File: src/rtl/uart_rx_ovp_pkg.sv
package uart_rx_ovp_pkg;

  typedef enum logic [1:0] {
    RX_IDLE  = 2'd0,
    RX_START = 2'd1,
    RX_DATA  = 2'd2,
    RX_STOP  = 2'd3
  } rx_state_e;

  localparam int STAT_W = 4;

  // Holding-register condition flags
  typedef struct packed {
    logic rda;       // byte present
    logic ferr;      // held byte had a low stop bit
    logic brk;       // held byte was a break
    logic ovr_pend;  // overrun seen, not yet shown
    logic brk_pend;  // a pending overrun came from a break
    logic ovr_vis;   // overrun shown in status
    logic brk_vis;   // break shown along with overrun
    logic seen;      // status read while overrun shown
  } hold_flags_t;

endpackage

File: src/rtl/uart_rx_ovp_sync.sv
module uart_rx_ovp_sync #(
  parameter int   STAGES  = 2,
  parameter logic RST_VAL = 1'b0
) (
  input  logic clk,
  input  logic rst_n,
  input  logic d,
  output logic q
);

  logic [STAGES-1:0] pipe_q;

  always_ff @(posedge clk or negedge rst_n) begin
    if (!rst_n) pipe_q <= {STAGES{RST_VAL}};
    else        pipe_q <= {pipe_q[STAGES-2:0], d};
  end

  assign q = pipe_q[STAGES-1];

endmodule

File: src/rtl/uart_rx_ovp_deser.sv
module uart_rx_ovp_deser
  import uart_rx_ovp_pkg::*;
#(
  parameter int DATA_W = 8,
  parameter int OVS    = 16
) (
  input  logic              clk,
  input  logic              rst_n,
  input  logic              tick,
  input  logic              rx,
  input  logic              mp_en,
  output logic              done,
  output logic [DATA_W-1:0] data,
  output logic              tag,
  output logic              stop_ok,
  output logic              brk
);

  localparam int CNT_W = $clog2(OVS);
  localparam int SH_W  = DATA_W + 1;
  localparam int IDX_W = $clog2(SH_W + 1);
  localparam logic [CNT_W-1:0] MID  = CNT_W'(OVS/2 - 1);
  localparam logic [CNT_W-1:0] LAST = CNT_W'(OVS - 1);

  rx_state_e        st_q, st_n;
  logic [CNT_W-1:0] cnt_q, cnt_n;
  logic [IDX_W-1:0] idx_q, idx_n;
  logic [SH_W-1:0]  sh_q, sh_n;
  logic             armed_q, armed_n;
  logic [IDX_W-1:0] last_idx;

  assign last_idx = mp_en ? IDX_W'(SH_W - 1) : IDX_W'(DATA_W - 1);

  always_comb begin
    st_n    = st_q;
    cnt_n   = cnt_q;
    idx_n   = idx_q;
    sh_n    = sh_q;
    armed_n = armed_q;
    done    = 1'b0;
    if (st_q == RX_IDLE && rx) armed_n = 1'b1;
    if (tick) begin
      unique case (st_q)
        RX_IDLE: begin
          if (!rx && armed_q) begin
            st_n  = RX_START;
            cnt_n = '0;
          end
        end
        RX_START: begin
          if (cnt_q == MID) begin
            cnt_n = '0;
            idx_n = '0;
            sh_n  = '0;
            st_n  = rx ? RX_IDLE : RX_DATA;
          end else begin
            cnt_n = cnt_q + 1'b1;
          end
        end
        RX_DATA: begin
          if (cnt_q == LAST) begin
            cnt_n       = '0;
            sh_n[idx_q] = rx;
            if (idx_q == last_idx) st_n = RX_STOP;
            else                   idx_n = idx_q + 1'b1;
          end else begin
            cnt_n = cnt_q + 1'b1;
          end
        end
        RX_STOP: begin
          if (cnt_q == LAST) begin
            done    = 1'b1;
            cnt_n   = '0;
            st_n    = RX_IDLE;
            armed_n = rx;
          end else begin
            cnt_n = cnt_q + 1'b1;
          end
        end
        default: st_n = RX_IDLE;
      endcase
    end
  end

  always_ff @(posedge clk or negedge rst_n) begin
    if (!rst_n) begin
      st_q    <= RX_IDLE;
      cnt_q   <= '0;
      idx_q   <= '0;
      sh_q    <= '0;
      armed_q <= 1'b0;
    end else begin
      st_q    <= st_n;
      cnt_q   <= cnt_n;
      idx_q   <= idx_n;
      sh_q    <= sh_n;
      armed_q <= armed_n;
    end
  end

  assign data    = sh_q[DATA_W-1:0];
  assign tag     = sh_q[DATA_W];
  assign stop_ok = rx;
  assign brk     = (sh_q == '0) && !rx;

endmodule

File: src/rtl/uart_rx_ovp_hold.sv
module uart_rx_ovp_hold
  import uart_rx_ovp_pkg::*;
#(
  parameter int DATA_W = 8
) (
  input  logic              clk,
  input  logic              rst_n,
  input  logic              ld,
  input  logic [DATA_W-1:0] ld_data,
  input  logic              ld_ferr,
  input  logic              ld_brk,
  input  logic              rd_data,
  input  logic              rd_stat,
  input  logic              rda_ie,
  output logic [DATA_W-1:0] data_q,
  output logic [STAT_W-1:0] stat,
  output logic              irq
);

  hold_flags_t f_q, f_n;
  logic        data_we;

  always_comb begin
    f_n     = f_q;
    data_we = 1'b0;
    if (rd_data) begin
      if (f_q.ovr_pend) begin
        f_n.ovr_vis  = 1'b1;
        f_n.brk_vis  = f_q.brk_pend;
        f_n.ovr_pend = 1'b0;
        f_n.brk_pend = 1'b0;
        f_n.seen     = 1'b0;
      end else if (f_q.ovr_vis) begin
        if (f_q.seen) f_n = '0;
      end else begin
        f_n.rda  = 1'b0;
        f_n.ferr = 1'b0;
        f_n.brk  = 1'b0;
      end
    end else if (rd_stat && f_q.ovr_vis) begin
      f_n.seen = 1'b1;
    end
    if (ld) begin
      if (f_n.rda) begin
        f_n.ovr_pend = 1'b1;
        f_n.brk_pend = f_n.brk_pend | ld_brk;
      end else begin
        data_we  = 1'b1;
        f_n.rda  = 1'b1;
        f_n.ferr = ld_ferr;
        f_n.brk  = ld_brk;
      end
    end
  end

  always_ff @(posedge clk or negedge rst_n) begin
    if (!rst_n) f_q <= '0;
    else        f_q <= f_n;
  end

  always_ff @(posedge clk or negedge rst_n) begin
    if (!rst_n)       data_q <= '0;
    else if (data_we) data_q <= ld_data;
  end

  assign stat = {f_q.ferr, f_q.brk | f_q.brk_vis, f_q.ovr_vis, f_q.rda};
  assign irq  = (f_q.rda & rda_ie) | f_q.ovr_pend | f_q.ovr_vis
              | f_q.ferr | f_q.brk | f_q.brk_vis;

endmodule

File: src/rtl/uart_rx_ovp.sv
module uart_rx_ovp
  import uart_rx_ovp_pkg::*;
#(
  parameter int DATA_W      = 8,
  parameter int OVS         = 16,
  parameter int SYNC_STAGES = 2
) (
  input  logic              clk,
  input  logic              rst_n,
  input  logic              baud_tick,
  input  logic              rx_i,
  input  logic              reg_rd,
  input  logic              reg_wr,
  input  logic [1:0]        reg_addr,
  input  logic [DATA_W-1:0] reg_wdata,
  output logic [DATA_W-1:0] reg_rdata,
  output logic              irq_o
);

  localparam logic [1:0] A_DATA = 2'd0;
  localparam logic [1:0] A_STAT = 2'd1;
  localparam logic [1:0] A_CTRL = 2'd2;
  localparam logic [1:0] A_MTCH = 2'd3;

  logic              rst_q, rx_s;
  logic              frm_done, frm_tag, frm_stop, frm_brk, frm_acc;
  logic [DATA_W-1:0] frm_data, data_q;
  logic [STAT_W-1:0] stat4;
  logic [1:0]        ctrl_q, ctrl_n;
  logic [DATA_W-1:0] match_q, match_n;
  logic              matched_q, matched_n;
  logic              rd_data, rd_stat, mp_en;

  uart_rx_ovp_sync #(.STAGES(SYNC_STAGES), .RST_VAL(1'b0)) u_rst_sync (
    .clk(clk), .rst_n(rst_n), .d(1'b1), .q(rst_q));

  uart_rx_ovp_sync #(.STAGES(SYNC_STAGES), .RST_VAL(1'b1)) u_rx_sync (
    .clk(clk), .rst_n(rst_q), .d(rx_i), .q(rx_s));

  assign mp_en   = ctrl_q[1];
  assign rd_data = reg_rd && (reg_addr == A_DATA);
  assign rd_stat = reg_rd && (reg_addr == A_STAT);

  uart_rx_ovp_deser #(.DATA_W(DATA_W), .OVS(OVS)) u_deser (
    .clk(clk), .rst_n(rst_q), .tick(baud_tick), .rx(rx_s), .mp_en(mp_en),
    .done(frm_done), .data(frm_data), .tag(frm_tag), .stop_ok(frm_stop),
    .brk(frm_brk));

  assign frm_acc = frm_done && (!mp_en || (!frm_tag && matched_q));

  uart_rx_ovp_hold #(.DATA_W(DATA_W)) u_hold (
    .clk(clk), .rst_n(rst_q), .ld(frm_acc), .ld_data(frm_data),
    .ld_ferr(!frm_stop), .ld_brk(frm_brk), .rd_data(rd_data),
    .rd_stat(rd_stat), .rda_ie(ctrl_q[0]), .data_q(data_q), .stat(stat4),
    .irq(irq_o));

  always_comb begin
    ctrl_n    = ctrl_q;
    match_n   = match_q;
    matched_n = matched_q;
    if (reg_wr && reg_addr == A_CTRL) ctrl_n  = reg_wdata[1:0];
    if (reg_wr && reg_addr == A_MTCH) match_n = reg_wdata;
    if (frm_done && mp_en && frm_tag && frm_stop)
      matched_n = (frm_data == match_q);
  end

  always_ff @(posedge clk or negedge rst_q) begin
    if (!rst_q) begin
      ctrl_q    <= '0;
      match_q   <= '0;
      matched_q <= 1'b0;
    end else begin
      ctrl_q    <= ctrl_n;
      match_q   <= match_n;
      matched_q <= matched_n;
    end
  end

  always_comb begin
    unique case (reg_addr)
      A_DATA:  reg_rdata = data_q;
      A_STAT:  reg_rdata = DATA_W'(stat4);
      A_CTRL:  reg_rdata = DATA_W'(ctrl_q);
      default: reg_rdata = match_q;
    endcase
  end

endmodule

File: config.mk
export PLATFORM = sky130hd
export DESIGN_NAME = uart_rx_ovp
export DESIGN_NICKNAME = d
export VERILOG_FILES = /design/src/rtl/uart_rx_ovp_pkg.sv /design/src/rtl/uart_rx_ovp_sync.sv /design/src/rtl/uart_rx_ovp_deser.sv /design/src/rtl/uart_rx_ovp_hold.sv /design/src/rtl/uart_rx_ovp.sv
export SDC_FILE = /design/constraint.sdc
export NUM_CORES = 1
export LEC_CHECK = 0
export CORE_ASPECT_RATIO = 1.1
export CORE_MARGIN = 2
export CORE_UTILIZATION = 37
export DETAILED_ROUTE_END_ITERATION = 8
export SLEW_MARGIN = 20
export SYNTH_ARGS = -nofsm -noshare
export SYNTH_HDL_FRONTEND = slang
export SYNTH_SLANG_ARGS = --single-unit
File: constraint.sdc
create_clock -name clk -period 1.6 [get_ports clk]
set_input_delay 0.32 -clock clk [delete_from_list [all_inputs] [get_ports clk]]
set_output_delay 0.32 -clock clk [all_outputs]
set_load 0.05 [all_outputs]
==> results.rst <==
.. list-table::
   :header-rows: 1

   * - Metric
     - Value
   * - Run status
     - complete, but fails checks
   * - Violations in the final reports
     - setup timing
   * - Library cell with the largest summed area after synthesis
     - dfrtp_1
   * - Clock latency at the later pin of the worst-skew pair
     - 0.31 ns
   * - Number of detailed-route iterations in the first pass
     - 4
   * - Count of endpoints failing setup in the final report
     - 30
   * - Reg-to-reg slack, setup
     - -0.35 ns
   * - Final worst-path setup slack
     - -0.353 ns
   * - Max Fclk
     - 0.512 GHz
   * - Least-Margin Pin Slew
     - 0.553 ns
   * - Aggregate negative setup slack
     - -5.28 ns
   * - Die Area
     - 0.00830 mm²
   * - Nature of the critical path startpoint
     - register
   * - Power density over the cells
     - 1440 mW/mm²
   * - Final Non-Filler Cells
     - 445
   * - Std-Cell Core Area
     - 0.00739 mm²
   * - CTS buffer count
     - 5
   * - Final hold viol count
     - 0
   * - Area of the mapped netlist
     - 0.00281 mm²
   * - Crit Reg-Reg Endpoint
     - u_deser.idx_q[2]$_DFFE_PN0P_
   * - Synthesized flop and latch total
     - 51
   * - Overall via count from detail_route
     - 2443
   * - Post-Syn Nets
     - 289
   * - Shortest clock period the worst path allows after layout
     - 1.95 ns
   * - Slowest Stage Delay on Critical Path
     - 0.51 ns
   * - Class of the most critical setup path
     - reg -> reg
   * - Number of antenna violations at the first check in global routing
     - 0
   * - Share of the core filled with cells
     - 0.581
   * - Ordered cell list for the critical path
     - inv_2 -> ha_4 -> mux2_4 -> a2bb2oi_4 -> or4_4 -> o311ai_2
   * - Number of nets still failing antenna checks after routing
     - 0
   * - Setup repair after global routing missed its margin
     - true
   * - Number of rows in the core area
     - 33
   * - Max-slew violation count
     - 0
   * - Maximum number of pins on one net before global-route repair
     - 50
   * - Final worst path period share
     - 1.22
   * - Instance count after placement with tap cells included
     - 412
   * - Number of primary I/O pins
     - 25
   * - Overall global routing resource usage
     - 0.175
   * - Drt first-iter violations
     - 105
   * - Arrival time at the worst endpoint
     - 2.17 ns
   * - DIE WIDTH
     - 87.1 µm
   * - Vert. Die Dim
     - 95.4 µm
   * - Setup skew after layout
     - 0.00711 ns
   * - TritonCTS clock tree
     - yes
   * - Capturing element type of the critical path
     - register
   * - Static Leakage
     - 1.87 nW
   * - Max clock buf depth
     - 2
   * - Number of max-capacitance violations reported
     - 0
   * - Max H-tree Level
     - 2
   * - Area of the multi-input gates
     - 0.00181 mm²
   * - Predominant post-synthesis flop cell
     - dfrtp_1
   * - WP buf/inv
     - 1
   * - Mean cell area of the mapped netlist
     - 10.7 µm²
   * - Post-route DRC
     - 0
   * - Remaining global-route overflow
     - 0
   * - Number of global-route vias before repair
     - 2388
   * - Final net count
     - 383
   * - Synthesized instance count
     - 263
   * - HPWL after DPL
     - 4690 µm
   * - Flip-flop and latch area
     - 0.00128 mm²
   * - Cell at the root of the clock tree
     - clkbuf_8
   * - RD Place Congestion
     - 0.794
   * - Fraction of the yosys area taken by sequential cells
     - 0.455
   * - Top cell family by delay on the critical path
     - simple AND/OR/NAND/NOR gates
   * - Count of yosys warnings during synthesis
     - 0
   * - Share of synthesized registers carrying an async set or reset
     - 1.00
   * - Synthesis-to-layout area growth
     - 53.0%
   * - Buffers on Ports
     - 24
   * - CP max stage cell
     - or4_4
   * - Number of antenna cells inserted
     - 0
   * - Routed length per instance
     - 16.1 µm
   * - Number of vias per cell
     - 5.49
   * - Hold/Removal Path Class
     - in -> async
   * - Worst vdd ir
     - 0.976 mV
   * - Share of the synthesized area in the top cell type
     - 0.437
   * - Initial cell density of the core
     - 0.380
   * - Worst path required time
     - 1.81 ns
   * - Proportion of layout cells with a drive suffix above 1
     - 0.486
   * - Distinct cell type count after synthesis
     - 52
   * - Tightest slew margin relative to the limit
     - 0.631
   * - Post-synth EDFFs
     - 0
   * - CP Launch Point
     - u_deser.st_q[0]$_DFFE_PN0P_
   * - Crit path max fanout
     - 3
   * - Wirelength, routed
     - 7150 µm
   * - Global-route wire length before repair
     - 11300 µm
   * - Clock transition at path regs
     - 0.09 ns
   * - R2R Path Start
     - u_deser.st_q[0]$_DFFE_PN0P_
   * - Synth top area cells
     - dfrtp_1 44%, mux2_4 4.8%, ha_1 4.5%
   * - Number of sinks on the clock net
     - 51
   * - Length in cells of the worst reg-to-reg path
     - 6
   * - Number of fill cells in the layout
     - 612
-- power by group --
part	switching, mW	internal [mW]	total, mW
combinational	1.60	1.71	3.30
clock	0.447	0.466	0.913
sequential	0.370	1.58	1.95
total	2.42	3.75	6.17
-- through the flow --
stage                     setup slack, ns  cell area, µm²  power, mW  hold slack [ns]
after CTS                          -0.340            3920       5.45            0.154
after global routing               -0.399            4300       6.58            0.155
after detailed placement           -0.596            3590       4.32            0.265
after floorplan                    -0.258            2850       3.25           0.0244
after global placement             -0.573            3590       4.27            0.254
final                              -0.353            4300       6.17            0.164
-- synth_stat cells (3+ instances only) --
cell / instances
nor4_1: 3
nand4_1: 3
nand3_1: 19
inv_1: 13
o22ai_1: 3
nor2b_1: 3
a21oi_1: 3
o211ai_1: 4
o21ai_0: 25
xnor2_1: 8
a22o_1: 4
mux2_2: 11
clkbuf_1: 5
ha_1: 10
mux2_4: 9
nand2b_1: 3
nor2_1: 10
nand2_1: 24
dfrtp_1: 49
nand4b_1: 3
o311ai_0: 9
-- placed cells by master, fill, tap and decap left out, types with 3 or more instances in the layout --
cell type and n:
inv_1 9, clkdlybuf4s50_1 12, nand4_1 3, o311ai_2 8, dfrtp_2 4, nand3_1 16, ha_1 5, nand2_1 22
buf_4 57, inv_2 4, mux2_4 10, buf_12 10, o211ai_1 4, or4_4 3, nand4b_1 3, dfrtp_1 45
xnor2_1 8, ha_4 5, buf_6 13, o21ai_0 13, o21ai_2 6, nor2b_1 3, o21ai_1 6, a22o_4 4
nor4_1 3, mux2_2 10, clkbuf_8 5, nor2_4 3, nor2_1 6
-- layer usage --
layer  up-vias  global-route usage  share of wire
li1       1173                   -              -
met2        44               0.296           0.52
met3         9              0.0294          0.024
met5         -                   0              0
met1      1217               0.224           0.44
met4         0              0.0625          0.017
-- final cells by class --
cell class,count,area share
tap,87,0.0253
clock buffer,5,0.0160
clock inverter,3,0.0102
sequential,51,0.299
multi-input combinational,190,0.421
inverter,13,0.0114
timing repair buffer,96,0.217
-- worst max path at each step --
stage,end,slack (ns),depth (start not counted)
2_1_floorplan,u_deser.idx_q[2]$_DFFE_PN0P_,-0.26,6
3_3_place_gp,u_hold.data_q[5]$_DFFE_PN0P_,-0.57,6
3_5_place_dp,u_hold.data_q[2]$_DFFE_PN0P_,-0.60,6
4_1_cts,u_deser.idx_q[2]$_DFFE_PN0P_,-0.34,6
5_1_grt,u_deser.idx_q[2]$_DFFE_PN0P_,-0.40,6
6_report,u_deser.idx_q[2]$_DFFE_PN0P_,-0.35,6
-- sequential cells by signal, summed over array words and instances, names as in the netlist, 3 cells and up, named ones only --
name	count
u_deser.sh_q	9
u_deser.idx_q	4
u_deser.cnt_q	4
u_hold.f_q	5
u_hold.data_q	8
u_hold.stat	3
match_q	8
-- cell families after synthesis --
logic type / Yosys count / share of synthesized area
AOI/OAI and AO/OA: 64 / 0.164
buffers and inverters: 23 / 0.0392
DFF: 51 / 0.455
xor gates and xnor gates: 8 / 0.0250
adders and majority gates: 10 / 0.0446
and+or+nand+nor: 82 / 0.156
muxes: 24 / 0.115
other: 1 / 0.00134
-- what timing repair did --
action,CTS,global route
pin swaps,13,33
hold buffers,0,0
setup buffers,12,14
setup endpoints to repair,37,40
gates cloned,1,1
resized for setup,47,63
Note: power is estimated with default switching activity, not from simulation.
